### config.mk
export PLATFORM = sky130hd
export DESIGN_NAME = dac_cmd_rx
export DESIGN_NICKNAME = d
export VERILOG_FILES = /design/src/rtl/dac_cmd_rx.sv
export SDC_FILE = /design/constraint.sdc
export NUM_CORES = 1
export LEC_CHECK = 0
export ABC_AREA = 0
export ABC_CLOCK_PERIOD_IN_PS = 1900
export BUFFER_PORTS_ARGS = -buffer_cell sky130_fd_sc_hd__buf_4
export CORE_AREA = 4 4 64 96
export DETAILED_ROUTE_END_ITERATION = 6
export DIE_AREA = 0 0 68 100
export MAX_ROUTING_LAYER = met4
export PLACE_DENSITY = 0.75
export SYNTH_ARGS = -nofsm -noshare
export SYNTH_HDL_FRONTEND = slang
export SYNTH_SLANG_ARGS = --single-unit
### constraint.sdc
create_clock -name clk -period 1.9 [get_ports clk]
set_input_delay 0.095 -clock clk [delete_from_list [all_inputs] [get_ports clk]]
set_output_delay 0.095 -clock clk [all_outputs]
set_load 0.02 [all_outputs]
### src/rtl/dac_cmd_rx.sv
module dac_cmd_rx #(
  parameter int W     = 24,
  parameter int CHW   = 6,
  parameter int RSW   = 2,
  parameter int DW    = 12
) (
  input  logic           clk,
  input  logic           rst_n,
  input  logic           fsync_n,
  input  logic           sclk,
  input  logic           sdi,
  input  logic           casc_en,
  output logic           sdo,
  output logic           cmd_valid,
  output logic           bank_b,
  output logic           rd_wr,
  output logic [CHW-1:0] chan,
  output logic [RSW-1:0] reg_sel,
  output logic [DW-1:0]  value
);
  localparam int CNTW = $clog2(W + 1);
  localparam int PAD  = W - 2 - CHW - RSW - DW;
  localparam logic [CNTW-1:0] LAST = CNTW'(W - 1);
  localparam logic [CNTW-1:0] FULL = CNTW'(W);

  logic [2:0]      fs_q, sc_q;
  logic [1:0]      di_q;
  logic            armed;
  logic [CNTW-1:0] cnt;
  logic [W-1:0]    sr, word;

  wire fs_fall = fs_q[2] & ~fs_q[1];
  wire fs_rise = ~fs_q[2] & fs_q[1];
  wire sc_fall = sc_q[2] & ~sc_q[1];
  wire [W-1:0] nxt = {sr[W-2:0], di_q[1]};

  always_ff @(posedge clk or negedge rst_n) begin
    if (!rst_n) begin
      fs_q <= '1;
      sc_q <= '1;
      di_q <= '0;
    end else begin
      fs_q <= {fs_q[1:0], fsync_n};
      sc_q <= {sc_q[1:0], sclk};
      di_q <= {di_q[0], sdi};
    end
  end

  always_ff @(posedge clk or negedge rst_n) begin
    if (!rst_n) begin
      armed     <= 1'b0;
      cnt       <= '0;
      sr        <= '0;
      word      <= '0;
      cmd_valid <= 1'b0;
    end else begin
      cmd_valid <= 1'b0;
      if (fs_fall) begin
        armed <= 1'b1;
        cnt   <= '0;
      end else if (armed) begin
        if (sc_fall) begin
          sr <= nxt;
          if (cnt != FULL) cnt <= cnt + 1'b1;
          if (!casc_en && cnt == LAST) begin
            word      <= nxt;
            cmd_valid <= 1'b1;
            armed     <= 1'b0;
          end
        end else if (casc_en && fs_rise) begin
          word      <= sr;
          cmd_valid <= 1'b1;
          armed     <= 1'b0;
        end
      end
    end
  end

  assign sdo     = casc_en & sr[W-1];
  assign bank_b  = word[W-1];
  assign rd_wr   = word[W-2];
  assign chan    = word[W-3 -: CHW];
  assign reg_sel = word[W-3-CHW -: RSW];
  assign value   = word[W-3-CHW-RSW -: DW];

  wire unused_ok = ^{word[PAD-1:0], 1'b0};
endmodule


==> out/results.tsv <==
metric	value	unit
commonest non-fill, non-tap cells in the layout	55 x dfrtp_1, 49 x mux2_2, 35 x buf_4	
RSZ-0062 raised after global routing	true	
met1 Use GR	0.160	
P per Cell Area	975	nW/um^2
Least-Margin Pin Slew	0.748	ns
largest net degree at the start of global routing	62	
share of layout cells above drive strength 1	0.588	
Leak	1.62	nW
Max Slew Vio Count	0	
CTS tree	done	
global-route wire length before repair	7.35	mm
ys async rst share	1.00	
Tcrit/Tclk final	1.00	
flip-flop and latch area	1530	um^2
final hold violation count	0	
H-tree depth	3	
die area	6800	um^2
synth warn	0	
Core ar.	5370	um^2
Slew HR	0.501	
placer congestion estimate	0.815	
clock skew	0.00559	ns
number of max-cap violations	0	
Die Y	100	um
Antenna Violating Nets Remaining	0	
filler cell count	412	
failing checks	negative setup slack	
final cell count without fillers	296	
busiest grt layer	met2	
Mapped Cells	170	
CP Capture Type	register	
Vias/cell	5.09	
dominant synthesized flop cell	dfrtp_1	
Synth-to-Final Area Change	28.3	%
setup ws final	-0.000476	ns
number of global-route vias before repair	1636	
hold slack	0.260	ns
CTS root buf	clkbuf_8	
Layout Nets	229	
fmax	526	MHz
TritonRoute pass-1 iters	6	
critical path launch point type	register	
Post-synth EDFFs	0	
synthesis-stage register bit count	61	
DR iter-0 viols	41	
cts bufs inserted	9	
GR Util met2	0.243	
fin crit period	1.90	ns
Distinct cells, synth	27	
post-synth net total	178	
setup TNS	-0.000476	ns
post-synthesis sequential area ratio	0.594	
dpl cells	267	
hpwl dp	2.75	mm
vias	1506	
Setup violations, final	1	
status	finished with violations	
# rows	33	
VDD IR max	636	uV
Mean Syn Cell Area	15.2	um^2
DR WL/cell	16.1	um
Hold WC Path Type	primary input to register	
port bufs	29	
synthesized area	2580	um^2
total grt overflow	0	
Crit path arrival time	2.11	ns
GR Util All Layers	0.153	
initial antenna violation count	0	
CP max FO	5	
Total Wirelength	4.77	mm
# clock sinks	61	
CTS Buffer Depth	2	
diode count	0	
commonest non-fill, non-tap cell in the layout	dfrtp_1	
clock latency on the worst-skew pair	0.34	ns
WP data required	2.11	ns
Multi-input gate area	1050	um^2
Initial Util	0.481	
io pins	30	
met3 usage	0.0515	
# DRC	0	
critical path class	register to register	
die width	68	um
Clock Pin Slew Worst Setup and Hold Paths	0.06	ns
## cells in the mapped netlist (2+ instances only)
cell type / number / area share
xor2_1: 2 / 0.0068
clkbuf_1: 3 / 0.0044
ha_1: 2 / 0.0097
nand2_1: 2 / 0.0029
inv_1: 2 / 0.0029
nand3_1: 2 / 0.0039
mux2_2: 65 / 0.28
dfrtp_1: 55 / 0.53
dfstp_2: 6 / 0.061
nand4_1: 3 / 0.0073
buf_2: 2 / 0.0039
mux2_1: 3 / 0.013
nor2_1: 6 / 0.0087
and2_1: 2 / 0.0048
buf_6: 3 / 0.013
## path summary, 6_finish.rpt
check,from,end,slack [ns],cells after the start
worst max-delay path,sc_q[2]$_DFF_PN1_,word[15]$_DFFE_PN0P_,-0.0005,7
worst min-delay path,casc_en,armed$_DFF_PN0_,0.26,4
worst max register to register,sc_q[2]$_DFF_PN1_,word[15]$_DFFE_PN0P_,-0.0005,7
worst min register to register,fs_q[0]$_DFF_PN1_,fs_q[1]$_DFF_PN1_,0.36,0
max in group asynchronous,rst_n,di_q[1]$_DFF_PN0_,1.05,2
min in group asynchronous,rst_n,sr[17]$_DFFE_PN0P_,0.36,2
## what timing repair did
item	CTS	global route
buffers inserted	0	6
resized for setup	0	21
hold endpoints to repair	58	0
hold buffers	4	0
setup endpoints to repair	0	22
## area by class of cell
class,instances,share of cell area
timing repair buffer,48,0.139
tap,70,0.0264
sequential,61,0.463
clock inverter,1,0.00151
multi-input combinational,99,0.317
clock buffer,15,0.0502
inverter,2,0.00227
## critical path, stage by stage, from the launching register on
cell	delay [ns]
dfstp_2	0.52
nor2b_4	0.15
buf_6	0.11
nand4_1	0.17
a21oi_4	0.25
buf_6	0.14
buf_6	0.11
mux2_1	0.32
## routing by layer
layer / up-vias / share of wire
met4: 0 / 0.025
met1: 765 / 0.43
li1: 703 / -
met2: 27 / 0.51
met5: - / 0
met3: 11 / 0.034
## power by group
group	internal, mW	switching [mW]	leakage, nW
Clock	0.545	0.464	0.0877
Sequential	1.48	0.130	0.804
Combinational	0.366	0.250	0.731
## sequential cells by signal, summed over array words and instances (netlist names)
register and flops:
sc_q 3, sr 24, cnt 5, fs_q 3
cmd_valid 1, armed 1, di_q 2, word 22
## cells by family (layout without fill, tap and decap cells)
| logic type | Yosys count | count (layout) | synth area share |
|---|---|---|---|
| AOI/OAI and AO/OA | 4 | 4 | 0.0136 |
| xor gates and xnor gates | 3 | 3 | 0.0102 |
| adders and majority gates | 2 | 2 | 0.00969 |
| buffers and inverters | 10 | 66 | 0.0242 |
| DFF | 61 | 61 | 0.594 |
| muxes | 69 | 69 | 0.300 |
| and+or+nand+nor | 21 | 21 | 0.0480 |
## per-stage QoR
step | total power [mW] | worst slack (ns) | utilization | area [um^2]
final | 3.23 | -0.000476 | 0.617 | 3310
after global routing | 3.39 | -0.0643 | 0.617 | 3310
after CTS | 3.18 | 0.0458 | 0.581 | 3120
after detailed placement | 2.16 | 0.0629 | 0.541 | 2910
after global placement | 2.14 | 0.116 | 0.541 | 2910
after floorplan | 1.95 | 0.00248 | - | 2580
(Power assumes the default switching activity.)
